$ cat src/rtl/bseq_pkg.sv
package bseq_pkg;

  // Action decoded for one clock edge
  typedef enum logic [2:0] {
    ACT_IDLE  = 3'd0,
    ACT_LOAD  = 3'd1,
    ACT_DESEL = 3'd2,
    ACT_STEP  = 3'd3,
    ACT_HOLD  = 3'd4
  } bseq_act_e;

endpackage

$ cat src/rtl/bseq_strobe_dec.sv
module bseq_strobe_dec
  import bseq_pkg::*;
(
  input  logic      ps_n,
  input  logic      cs_n,
  input  logic      adv_n,
  input  logic      ce1_n,
  input  logic      live,
  output bseq_act_e act
);

  logic ps_eff;

  // processor strobe only counts while the chip is enabled
  assign ps_eff = ~ps_n & ~ce1_n;

  always_comb begin
    if (ps_eff)
      act = ACT_LOAD;
    else if (!cs_n)
      act = ce1_n ? ACT_DESEL : ACT_LOAD;
    else if (!live)
      act = ACT_IDLE;
    else if (adv_n)
      act = ACT_HOLD;
    else
      act = ACT_STEP;
  end

endmodule

$ cat src/rtl/bseq_beat_ctr.sv
module bseq_beat_ctr
  import bseq_pkg::*;
#(
  parameter int BEAT_W = 2
) (
  input  logic              clk,
  input  logic              rst,
  input  bseq_act_e         act,
  input  logic [BEAT_W-1:0] load_low,
  input  logic              load_ord,
  output logic [BEAT_W-1:0] nxt_start,
  output logic [BEAT_W-1:0] nxt_beat,
  output logic              nxt_ord,
  output logic              live_q
);

  logic [BEAT_W-1:0] start_q;
  logic [BEAT_W-1:0] beat_q;
  logic              ord_q;
  logic              nxt_live;

  always_comb begin
    nxt_start = start_q;
    nxt_beat  = beat_q;
    nxt_ord   = ord_q;
    nxt_live  = live_q;
    unique case (act)
      ACT_LOAD: begin
        nxt_start = load_low;
        nxt_beat  = '0;
        nxt_ord   = load_ord;
        nxt_live  = 1'b1;
      end
      ACT_DESEL: nxt_live = 1'b0;
      ACT_STEP:  nxt_beat = beat_q + BEAT_W'(1);
      default:   ;
    endcase
  end

  always_ff @(posedge clk) begin
    if (rst) begin
      start_q <= '0;
      beat_q  <= '0;
      ord_q   <= 1'b0;
      live_q  <= 1'b0;
    end else begin
      start_q <= nxt_start;
      beat_q  <= nxt_beat;
      ord_q   <= nxt_ord;
      live_q  <= nxt_live;
    end
  end

endmodule

$ cat src/rtl/bseq_addr_form.sv
module bseq_addr_form #(
  parameter int BEAT_W = 2
) (
  input  logic [BEAT_W-1:0] start,
  input  logic [BEAT_W-1:0] beat,
  input  logic              ileave,
  output logic [BEAT_W-1:0] low
);

  logic [BEAT_W-1:0] lin_sum;

  // linear order: wraps naturally in BEAT_W bits
  assign lin_sum = start + beat;

  for (genvar b = 0; b < BEAT_W; b++) begin : g_bit
    assign low[b] = ileave ? (start[b] ^ beat[b]) : lin_sum[b];
  end

endmodule

$ cat src/rtl/burst_seq.sv
module burst_seq
  import bseq_pkg::*;
#(
  parameter int AW     = 16,
  parameter int BEAT_W = 2
) (
  input  logic          clk,
  input  logic          rst,
  input  logic [AW-1:0] ext_addr,
  input  logic          ps_n,
  input  logic          cs_n,
  input  logic          adv_n,
  input  logic          ce1_n,
  input  logic          order_sel,
  output logic [AW-1:0] addr_o,
  output logic          new_o,
  output logic          live_o,
  output logic          wait_o,
  output logic          desel_o
);

  localparam int UW = AW - BEAT_W;

  bseq_act_e         act;
  logic              live_q;
  logic [BEAT_W-1:0] nxt_start;
  logic [BEAT_W-1:0] nxt_beat;
  logic              nxt_ord;
  logic [BEAT_W-1:0] nxt_low;
  logic [UW-1:0]     nxt_up;

  bseq_strobe_dec u_dec (
    .ps_n  (ps_n),
    .cs_n  (cs_n),
    .adv_n (adv_n),
    .ce1_n (ce1_n),
    .live  (live_q),
    .act   (act)
  );

  bseq_beat_ctr #(.BEAT_W(BEAT_W)) u_ctr (
    .clk       (clk),
    .rst       (rst),
    .act       (act),
    .load_low  (ext_addr[BEAT_W-1:0]),
    .load_ord  (order_sel),
    .nxt_start (nxt_start),
    .nxt_beat  (nxt_beat),
    .nxt_ord   (nxt_ord),
    .live_q    (live_q)
  );

  bseq_addr_form #(.BEAT_W(BEAT_W)) u_form (
    .start  (nxt_start),
    .beat   (nxt_beat),
    .ileave (nxt_ord),
    .low    (nxt_low)
  );

  assign nxt_up = (act == ACT_LOAD) ? ext_addr[AW-1:BEAT_W] : addr_o[AW-1:BEAT_W];

  always_ff @(posedge clk) begin
    if (rst) begin
      addr_o  <= '0;
      new_o   <= 1'b0;
      wait_o  <= 1'b0;
      desel_o <= 1'b0;
    end else begin
      // a deselect or idle edge leaves the address where it was
      if (act == ACT_LOAD || act == ACT_STEP)
        addr_o <= {nxt_up, nxt_low};
      new_o   <= (act == ACT_LOAD);
      wait_o  <= (act == ACT_HOLD);
      desel_o <= (act == ACT_DESEL);
    end
  end

  assign live_o = live_q;

endmodule

$ cat config.mk
export PLATFORM = sky130hd
export DESIGN_NAME = burst_seq
export DESIGN_NICKNAME = d
export VERILOG_FILES = /design/src/rtl/bseq_pkg.sv /design/src/rtl/bseq_strobe_dec.sv /design/src/rtl/bseq_beat_ctr.sv /design/src/rtl/bseq_addr_form.sv /design/src/rtl/burst_seq.sv
export SDC_FILE = /design/constraint.sdc
export NUM_CORES = 1
export LEC_CHECK = 0
export CAP_MARGIN = 20
export CORE_ASPECT_RATIO = 0.8
export CORE_MARGIN = 2
export CORE_UTILIZATION = 30
export CTS_BUF_LIST = sky130_fd_sc_hd__clkbuf_4
export DETAILED_ROUTE_END_ITERATION = 8
export DONT_BUFFER_PORTS = 1
export GPL_TIMING_DRIVEN = 0
export SLEW_MARGIN = 10
export SYNTH_ARGS = -nofsm -noshare
export SYNTH_HDL_FRONTEND = slang
export SYNTH_HIERARCHICAL = 1
export SYNTH_SLANG_ARGS = --single-unit
$ cat constraint.sdc
create_clock -name clk -period 3.4 [get_ports clk]
set_input_delay 0.17 -clock clk [delete_from_list [all_inputs] [get_ports clk]]
set_output_delay 0.17 -clock clk [all_outputs]
set_load 0.05 [all_outputs]
==> results.md, run 1 <==
* Fin crit share at 80.83%
* Hpwl dp at between 1500 and 2000 um
* FF-to-FF setup slack at 0.65 ns
* Port Buf Inserts at 0
* CTS hold repair buffers at 15
* Congestion Overflow GR at 0
* Via count at ~830
* Worst R2R Path Depth at 9
* Clock Pin Slew Worst Setup and Hold Paths at 0.13 ns
* Mux cell area share after synthesis at 7.439%
* Int Power at 410.5 uW
* Filler instances at between 300 and 400
* Clock power frac at 22.8%
* Fraction of registers with async set/reset at 0%
* Share of cells above drive strength 1 at 10.61%
* Adder-cell area share of the yosys netlist at 1.220%
* Flop pwr share at 62.6%
* Rel. slew slack at about 46%
* Post_cts resized at 0
* Iter 0 DRT Violations at 22
* Ys flop type: dfxtp_1
* RSZ-0062 raised after global routing: no
* Post-DRT Antenna Nets at 0
* Setup Skew at 0.007818 ns
* TritonCTS clock tree: yes
* Comb power frac at roughly 14%
* Placer Congestion at 0.7517
* Largest family of logic cells by synthesized area: simple AND/OR/NAND/NOR gates
* Initial antenna violation count at 0
* FF/Latch Area at 500.5 um2
* Worst hold slack at 0.04044 ns
* Post CTS Setup Buffer Count at 0
* Crit path buf inv count at 0
* Largest net degree at the start of global routing at 14
* NetSw at 186.1 uW
* Post-Synth Simple-Gate Area at 25.24%
* Area growth syn-to-layout at 22.44%
* CORE AREA at 0.003176 mm2
* Syn_nets at 137
* Status: complete, no violations
* Most frequent cell after synthesis: nand2_1
* Cells after DPL at 153
* Sw frac at 31.19%
* Width of the die at 69.38 um
* Mapped Area at 0.001026 mm2
* Post-synth top area share at 48.78%
* LEAKAGE at about 0.48 nW
* Top Ports at 43
* ANT cells at 0
* Hold worst-path end: u_ctr/start_q[1]
* Final setup viols at 0
* CP max-delay cell: dfxtp_1
* Remaining DRCs at 0
* Type of origin of the critical path: register
* Vias/cell at 4.820
* Clock sink count at 25
* Post-synth EDFFs at 0
* FP Rows at 18
* Slowest stage delay, CP at 0.73 ns
* Vias in the first global route at 790
* WP depth at 9
* GRT Util Overall at 11.49%
* Post-synth top cells: nand2_1 (31), dfxtp_1 (25), a21oi_1 (17)
* Clock buffer depth at 2
* Total of max-cap violations at 0
* TNS Setup at 0 ns
* R2R Path End: addr_o[1]
* Initial Utilization at 32.31%
* DR WL/cell at roughly 13 um
* Area occupied by multi-input gates at 493.0 um2
* Ranking of synthesized cells by area: dfxtp_1 (49%), nand2_1 (11%), a21oi_1 (8.3%)
* First-pass GRT wire length at 3574 um
* Worst-Margin Slew at 0.8163 ns
* Nets@finish at 157
* Distinct cell type count after synthesis at 27
* FMAX at 363.9 MHz
* Routed wire length at 2212 um
* Mapped Cells at 113
* Final Hold Fails at 0
* Max FO, Critical Path at 8
* CTS root buffer: clkbuf_4
* Clock latency on the worst-skew pair at 0.31 ns
* Critical path, cell by cell: nand2_1 -> o21bai_1 -> nor3b_4 -> mux2_4 -> ha_1 -> nor2b_1 -> xnor2_1 -> mux2i_1 -> nor2_1
* Power Dens Cells at 474.9 mW/mm2
* Layout Cells excl Fill at 172
* Hold depth at 1
* Die ar. at 0.003906 mm2
* Max IR drop VDD at 0.2467 mV
* CTS Buf Count at 3
* CTS H-tree lvls at 1
* Sequential element share of the synthesized area at 48.78%
* Synth Area in Compound Gates at about an eighth
* Min Tclk post-route at approximately 2.7 ns
* YS warnings at 6
* Crit end category: register
* Fin. max-slew vios at 0
* Setup slack at placement at ~0.67 ns
* Worst EP required at between 3 and 4 ns
* Worst EP arrival at 2.94 ns
* R2R Path Start: u_ctr/live_q
* Finished Core Util at 39.56%
* Top Family by Delay on Critical Path: flip-flops
* Worst hold path startpoint: rst
* Area leader, netlist: dfxtp_1
* XOR/XNOR Fraction of Synth Area at about 1.7%
* Die Height at 56.31 um
* CP Class: register to register
* Worst hold path type: input port to register
* Post-synthesis register bit count at 25
* Synthesized area per cell at 9.080 um2
* PnR worst setup slack at roughly 0.65 ns
* Pre-antenna DRT Iters at 4
[state kept, by name, indices dropped and copies added, names as in the netlist]
name / flops
u_ctr/beat_q: 2
desel_o: 1
u_ctr/start_q: 2
u_ctr/ord_q: 1
new_o: 1
wait_o: 1
u_ctr/live_q: 1
addr_o: 16
[power groups by stage]
| stage | clock network (mW) | registers, mW | logic [mW] |
|---|---|---|---|
| 4_1_cts | 0.144 | 0.374 | 0.0875 |
| 3_3_place_gp | 0 | 0.380 | 0.0704 |
| 2_1_floorplan | 0 | 0.377 | 0.0616 |
| 3_5_place_dp | 0 | 0.381 | 0.0727 |
| 6_report | 0.136 | 0.374 | 0.0868 |
| 5_1_grt | 0.155 | 0.376 | 0.0983 |
[logic make-up (layout without fill, tap and decap cells)]
logic type | Yosys count | count (layout)
compound gates | 23 | 23
flops | 25 | 25
mux | 6 | 6
simple gates | 50 | 50
buf+inv | 6 | 25
fa+ha+maj | 1 | 1
xor+xnor | 2 | 2
[layout by cell type (no fill, tap or decap), drive strengths merged, types with 3 or more instances in the layout]
cell type	count
nand2	31
dfxtp	25
a21oi	18
dlygate4sd3	15
clkbuf	5
nor2b	4
mux2	4
buf	4
nor2	3
o21ai	3
and2b	3
nor3b	3
[layer usage]
layer | vias to the layer above | share of wire, % | global-route usage [%]
li1 | 414 | - | -
met1 | 376 | 42 | 13.36
met2 | 35 | 46 | 19.23
met3 | 4 | 10 | 5.386
met4 | 0 | 2.4 | 2.801
met5 | - | 0 | 0
[worst max-delay path by stage]
stage	startpoint	endpoint	slack [ns]
floorplan	u_ctr/live_q	addr_o[1]	0.93
global placement	u_ctr/live_q	addr_o[1]	0.72
detailed placement	u_ctr/live_q	addr_o[1]	0.67
CTS	u_ctr/live_q	addr_o[1]	0.63
global route	u_ctr/live_q	addr_o[1]	0.43
finish	u_ctr/live_q	addr_o[1]	0.65
[cell type report]
class / instances / area share (%)
plain buffers: 5 / 2.291
clock buffers: 4 / 2.390
inverters: 1 / 0.2988
multi-input cells: 82 / 39.24
flip-flops and latches: 25 / 39.84
well taps: 40 / 3.984
repair buffers: 15 / 11.95
[metrics by stage]
stage               cell area, um2  total power [mW]
finish                        1256            0.5966
global route                  1256            0.6290
CTS                           1256            0.6053
detailed placement            1076            0.4533
global placement              1076            0.4502
floorplan                     1026            0.4385
No activity file was read; power rests on OpenSTA's default activity.
==> run 2, diff against run 1 <==
==> constraint.sdc (replaced) <==
create_clock -name clk -period 2.2 [get_ports clk]
set_input_delay 0.11 -clock clk [delete_from_list [all_inputs] [get_ports clk]]
set_output_delay 0.11 -clock clk [all_outputs]
set_load 0.05 [all_outputs]
==> run 2 against run 1 <==
Clock-buffer cell count is 1 lower. Clock power rose by 44%. Critical path depth stayed put. Non-clock buffer count up 12. Via count is 4.3% higher.
==> results.md, run 2 (synthesis gave the netlist of run 1 again) <==
* FP Rows at 18
* Most common cell after layout, fill and taps aside: nand2_1
* Regs by FF count: addr_o (16), u_ctr/beat_q (2), u_ctr/start_q (2)
* DR top layer: met4
* Setup slack at placement at -0.1625 ns
* Routed wire length at 2452 um
* Port Buf Inserts at 0
* Min Tclk post-route at 2.111 ns
* Hpwl dp at ~1700 um
* Iter 0 DRT Violations at 15
* CORE AREA at 0.003176 mm2
* Remaining DRCs at 0
* FF/Latch Area at a little over 500 um2
* Worst EP required at 2.40 ns
* Worst EP arrival at between 2 and 2.5 ns
* CTS root buffer: clkbuf_4
* Reg with most FFs: addr_o
* Clock power frac at 20.6%
* Width of the die at 69.38 um
* Fin. max-slew vios at 0
* Via count at 865
* Area growth syn-to-layout at 39.39%
* Initial Utilization at 32.31%
* CTS H-tree lvls at 1
* First-pass GRT wire length at 3912 um
* TritonCTS clock tree: yes
* Placer Congestion at 0.6913
* LEAKAGE at approximately 0.57 nW
* Status: complete, no violations
* Routed length on met2 at 1217 um
* Setup Skew at 0.01031 ns
* Largest net degree at the start of global routing at 15
* Share of cells above drive strength 1 at between 20% and 30%
* Slowest stage delay, CP at 0.44 ns
* Clock buffer depth at 2
* Die ar. at just under 0.004 mm2
* Final setup viols at 0
* Power Dens Cells at roughly 670 mW/mm2
* Fin crit share at a little over nine tenths
* Critical path, cell by cell: o2111a_2 -> buf_12 -> nor3b_4 -> mux2_4 -> ha_4 -> nor2b_4 -> xnor2_2 -> mux2i_1 -> nor2_1
* TNS Setup at 0 ns
* Max FFs per register at 16
* RSZ-0062 raised after global routing: no
* Final Hold Fails at 0
* Top Ports at 43
* Worst-Margin Slew at about 0.52 ns
* Area occupied by multi-input gates at roughly 560 um2
* Congestion Overflow GR at 0
* Total length of routed met3 wires at 196 um
* Vias/cell at 4.701
* Initial antenna violation count at 0
* Clock Pin Slew Worst Setup and Hold Paths at 0.13 ns
* Type of origin of the critical path: register
* Commonest non-fill, non-tap cells in the layout: nand2_1 (30), dfxtp_1 (24), a21oi_1 (16), dlygate4sd3_1 (15), buf_4 (10)
* Pre-antenna DRT Iters at 4
* Clock sink count at 25
* Nets@finish at 169
* FMAX at ~470 MHz
* DR WL/cell at roughly 13 um
* Int Power at 647.6 uW
* Sw frac at 31.94%
* Post-Route M1 WL at 1028 um
* Worst hold slack at 0.08066 ns
* Rel. slew slack at about two thirds
* Clock latency on the worst-skew pair at approximately 0.31 ns
* ANT cells at 0
* Vias in the first global route at roughly 840
* Post-DRT Antenna Nets at 0
* Crit end category: register
* CP Class: register to register
* Flop pwr share at 60.8%
* PnR worst setup slack at 0.08853 ns
* Comb power frac at 18.6%
* Worst hold path type: input port to register
* Filler instances at 300
* NetSw at 303.8 uW
* Max FO, Critical Path at 6
* Die Height at about 56 um
* CTS Buf Count at 3
* Total of max-cap violations at 0
* GRT Util Overall at between 10% and 20%
* CP max-delay cell: dfxtp_4
* Max IR drop VDD at between 0.4 and 0.5 mV
[run 2: layout make-up]
type                       instances  share of cell area, %
clock inverter                     1                 0.3500
sequential                        25                  35.26
tap                               40                  3.500
multi-input combinational         82                  39.11
buffer                             5                  2.012
timing repair buffer              27                  17.94
clock buffer                       3                  1.575
inverter                           1                 0.2625
[run 2: path summary, 6_finish.rpt]
path,start,end,slack (ns),cells past startpoint
min reg2reg,u_ctr/beat_q[1],u_ctr/beat_q[1],0.54,2
max reg2reg,u_ctr/live_q,addr_o[1],0.09,9
min,order_sel,u_ctr/ord_q,0.08,2
max,u_ctr/live_q,addr_o[1],0.09,9
[run 2: per-layer routing]
metal / global-route usage [%] / vias to the layer above
li1: - / 435
met1: 15.29 / 401
met2: 20.88 / 27
met3: 5.745 / 2
met4: 1.681 / 0
met5: 0 / -
[run 2: power groups by stage]
stage	registers [mW]	clock network [mW]	logic, mW
after floorplan	0.583	0	0.0967
after global placement	0.587	0	0.110
after detailed placement	0.589	0	0.116
after CTS	0.578	0.210	0.145
after global routing	0.582	0.235	0.194
final	0.578	0.196	0.177
[run 2: timing repair]
| action | 4_1_cts | 5_1_grt |
|---|---|---|
| endpoints found under the setup margin | 2 | 1 |
| resized for setup | 4 | 9 |
| hold endpoints to repair | 20 | 0 |
| hold buffers | 15 | 0 |
| pin swaps | 0 | 7 |
| buffers inserted | 1 | 11 |
[run 2: metrics by stage]
step / utilization (%) / instances / power [mW] / area [um2]
2_1_floorplan: - / 113 / 0.6796 / 1035
4_1_cts: 40.58 / 173 / 0.9336 / 1289
6_report: 45.04 / 184 / 0.9514 / 1430
3_5_place_dp: 34.16 / 153 / 0.7043 / 1085
3_3_place_gp: 34.16 / 153 / 0.6978 / 1085
5_1_grt: 45.04 / 184 / 1.011 / 1430
[run 2: worst max-delay path, delay by kind of cell, from the launching register on]
| family | cells | cell delay, ns |
|---|---|---|
| fa+ha+maj | 1 | 0.15 |
| mux | 2 | 0.48 |
| xor+xnor | 1 | 0.13 |
| buf+inv | 1 | 0.13 |
| compound gates | 1 | 0.21 |
| simple gates | 3 | 0.44 |
| flops | 1 | 0.44 |
==> run 3, diff against run 2 <==
==> constraint.sdc (replaced) <==
create_clock -name clk -period 2.25 [get_ports clk]
set_input_delay 0.1125 -clock clk [delete_from_list [all_inputs] [get_ports clk]]
set_output_delay 0.1125 -clock clk [all_outputs]
set_load 0.05 [all_outputs]
==> run 3 against run 2 <==
Combinational power fell by 17%. Non-clock buffer count shrank 7. Utilization is 2.9 points lower. Sequential power down 2%. Via count decreased by 0.35%. Register-to-register slack improved by 0.07 ns. Clock-buffer cell count is 1 higher. Die area unchanged. Largest power group unchanged.
==> results.md, run 3 (synthesis gave the netlist of run 1 again) <==
* Placer Congestion at between 0.7 and 0.8
* Final setup viols at 0
* Largest net degree at the start of global routing at 14
* Width of the die at 69.38 um
* Fin. max-slew vios at 0
* NetSw at 287.8 uW
* Max FO, Critical Path at 6
* Status: complete, no violations
* Min Tclk post-route at around 2.1 ns
* Hpwl dp at 1508 um
* CORE AREA at about 0.0032 mm2
* R2R Path Start: u_ctr/live_q
* Setup crit start: u_ctr/live_q
* Iter 0 DRT Violations at 5
* Layout Cells excl Fill at 178
* Routed wire length at between 2000 and 2500 um
* Setup Skew at between 0.004 and 0.005 ns
* R2R Path End: addr_o[1]
* Total of max-cap violations at 0
* DR WL/cell at around 13 um
* Finished Core Util at between 40% and 50%
* Initial antenna violation count at 0
* Crit end category: register
* RSZ-0062 raised after global routing: no
* Via count at 862
* TNS Setup at 0 ns
* Worst hold path startpoint: adv_n
* Regs by FF count: addr_o (16), u_ctr/beat_q (2), u_ctr/start_q (2)
* Comb power frac at 16.0%
* Final instance area at around 0.0013 mm2
* Max IR drop VDD at roughly 0.5 mV
* Final Hold Fails at 0
* Clock power frac at between 20% and 30%
* Initial Utilization at between 30 and 40%
* Worst R2R Path Depth at 9
* Most common cell after layout, fill and taps aside: nand2_1
* Post-placement cell area at 0.001081 mm2
* Pre-antenna DRT Iters at 4
* First-pass GRT wire length at ~3800 um
* Worst EP arrival at 2.29 ns
* Nets@finish at around 160
* Slowest stage delay, CP at around 0.5 ns
* LEAKAGE at 0.5157 nW
* CTS root buffer: clkbuf_4
* CP Class: register to register
* FF-to-FF setup slack at 0.16 ns
* Clock Pin Slew Worst Setup and Hold Paths at 0.13 ns
* Die Height at 56.31 um
* Port Buf Inserts at 0
* Rel. slew slack at approximately 64%
* TritonCTS clock tree: yes
* Clock buffer depth at 2
* Post-DRT Antenna Nets at 0
* Top Ports at 43
* Area growth syn-to-layout at 30.49%
* Total chip power at 918.9 uW
* Filler instances at 313
* Die ar. at just under 0.004 mm2
* Cells after DPL at 153
* CP max-delay cell: dfxtp_4
* Vias in the first global route at 815
* CTS H-tree lvls at 1
* Clock latency on the worst-skew pair at 0.31 ns
* Critical path, cell by cell: nand2_2 -> o21bai_4 -> nor3b_4 -> mux2_4 -> ha_1 -> nor2b_1 -> xnor2_1 -> mux2i_1 -> nor2_1
* Type of origin of the critical path: register
* Vias/cell at around 4.8
* Int Power at 631.2 uW
* Fin crit share at 92.87%
* Commonest non-fill, non-tap cells in the layout: nand2_1 (30), dfxtp_1 (24), a21oi_1 (16), dlygate4sd3_1 (15)
* FMAX at ~480 MHz
* Sw frac at 31.31%
* Clock sink count at 25
* Remaining DRCs at 0
* Hold worst-path end: u_ctr/live_q
* Power Dens Cells at 686.4 mW/mm2
* Hold depth at 3
* Worst hold path type: input port to register
* Share of cells above drive strength 1 at 17.52%
* Worst EP required at 2.45 ns
* Worst-Margin Slew at 0.5386 ns
* Congestion Overflow GR at 0
* Flop pwr share at 61.4%
* GRT Util Overall at 12.33%
* Max FFs per register at 16
* Reg with most FFs: addr_o
* CTS Buf Count at 3
* FP Rows at 18
-- run 3: power by group through the flow --
stage,Clock (mW),Combinational (mW),Sequential (mW)
2_1_floorplan,0,0.0939,0.570
5_1_grt,0.239,0.167,0.568
6_report,0.207,0.147,0.565
3_5_place_dp,0,0.110,0.575
3_3_place_gp,0,0.107,0.575
4_1_cts,0.218,0.136,0.565
-- run 3: layer usage --
layer	part of all wire, %	global-route usage [%]	routed length, um	vias to the layer above
li1	-	-	-	423
met1	42	14.57	974	406
met2	48	19.51	1120	29
met3	8.5	5.745	198	4
met4	1.9	4.762	45	0
met5	0	0	0	-
-- run 3: worst max-delay path: cells and delay by family, from the launching register on --
kind                       cells  cell delay, ns
AOI/OAI and AO/OA              1            0.18
DFF                            1            0.49
xor gates and xnor gates       1            0.12
muxes                          2            0.46
adders and majority gates      1            0.19
and+or+nand+nor                4            0.54
-- run 3: per-stage QoR --
step / hold slack [ns] / setup slack (ns)
CTS: 0.04231 / 0.02650
detailed placement: 0.1772 / -0.2361
floorplan: 0.1742 / 0.004694
global placement: 0.1756 / -0.2204
finish: 0.01777 / 0.1604
global route: 0.01322 / 0.01045
-- run 3: area by class of cell --
| cell class | instances | area [um2] | share of cell area [%] |
|---|---|---|---|
| Antenna cell | 1 | 2.502 | 0.1869 |
| Buffer | 5 | 28.78 | 2.150 |
| Clock buffer | 4 | 30.03 | 2.243 |
| Inverter | 1 | 3.754 | 0.2804 |
| Multi-Input combinational cell | 82 | 519.2 | 38.79 |
| Sequential cell | 25 | 504.2 | 37.66 |
| Tap cell | 40 | 50.05 | 3.738 |
| Timing Repair Buffer | 20 | 200.2 | 14.95 |
-- run 3: worst max-delay path by stage --
| stage | end | slack [ns] | cells past startpoint |
|---|---|---|---|
| 2_1_floorplan | addr_o[1] | 0.005 | 9 |
| 3_3_place_gp | addr_o[1] | -0.22 | 9 |
| 3_5_place_dp | addr_o[1] | -0.24 | 9 |
| 4_1_cts | addr_o[1] | 0.03 | 9 |
| 5_1_grt | addr_o[1] | 0.01 | 9 |
| 6_report | addr_o[1] | 0.16 | 9 |
-- run 3: repair_timing --
action	CTS	global route
pin swaps	0	2
setup buffers	1	4
hold buffers	15	0
resized for setup	2	4
setup endpoints to repair	2	1
endpoints found under the hold margin	20	0
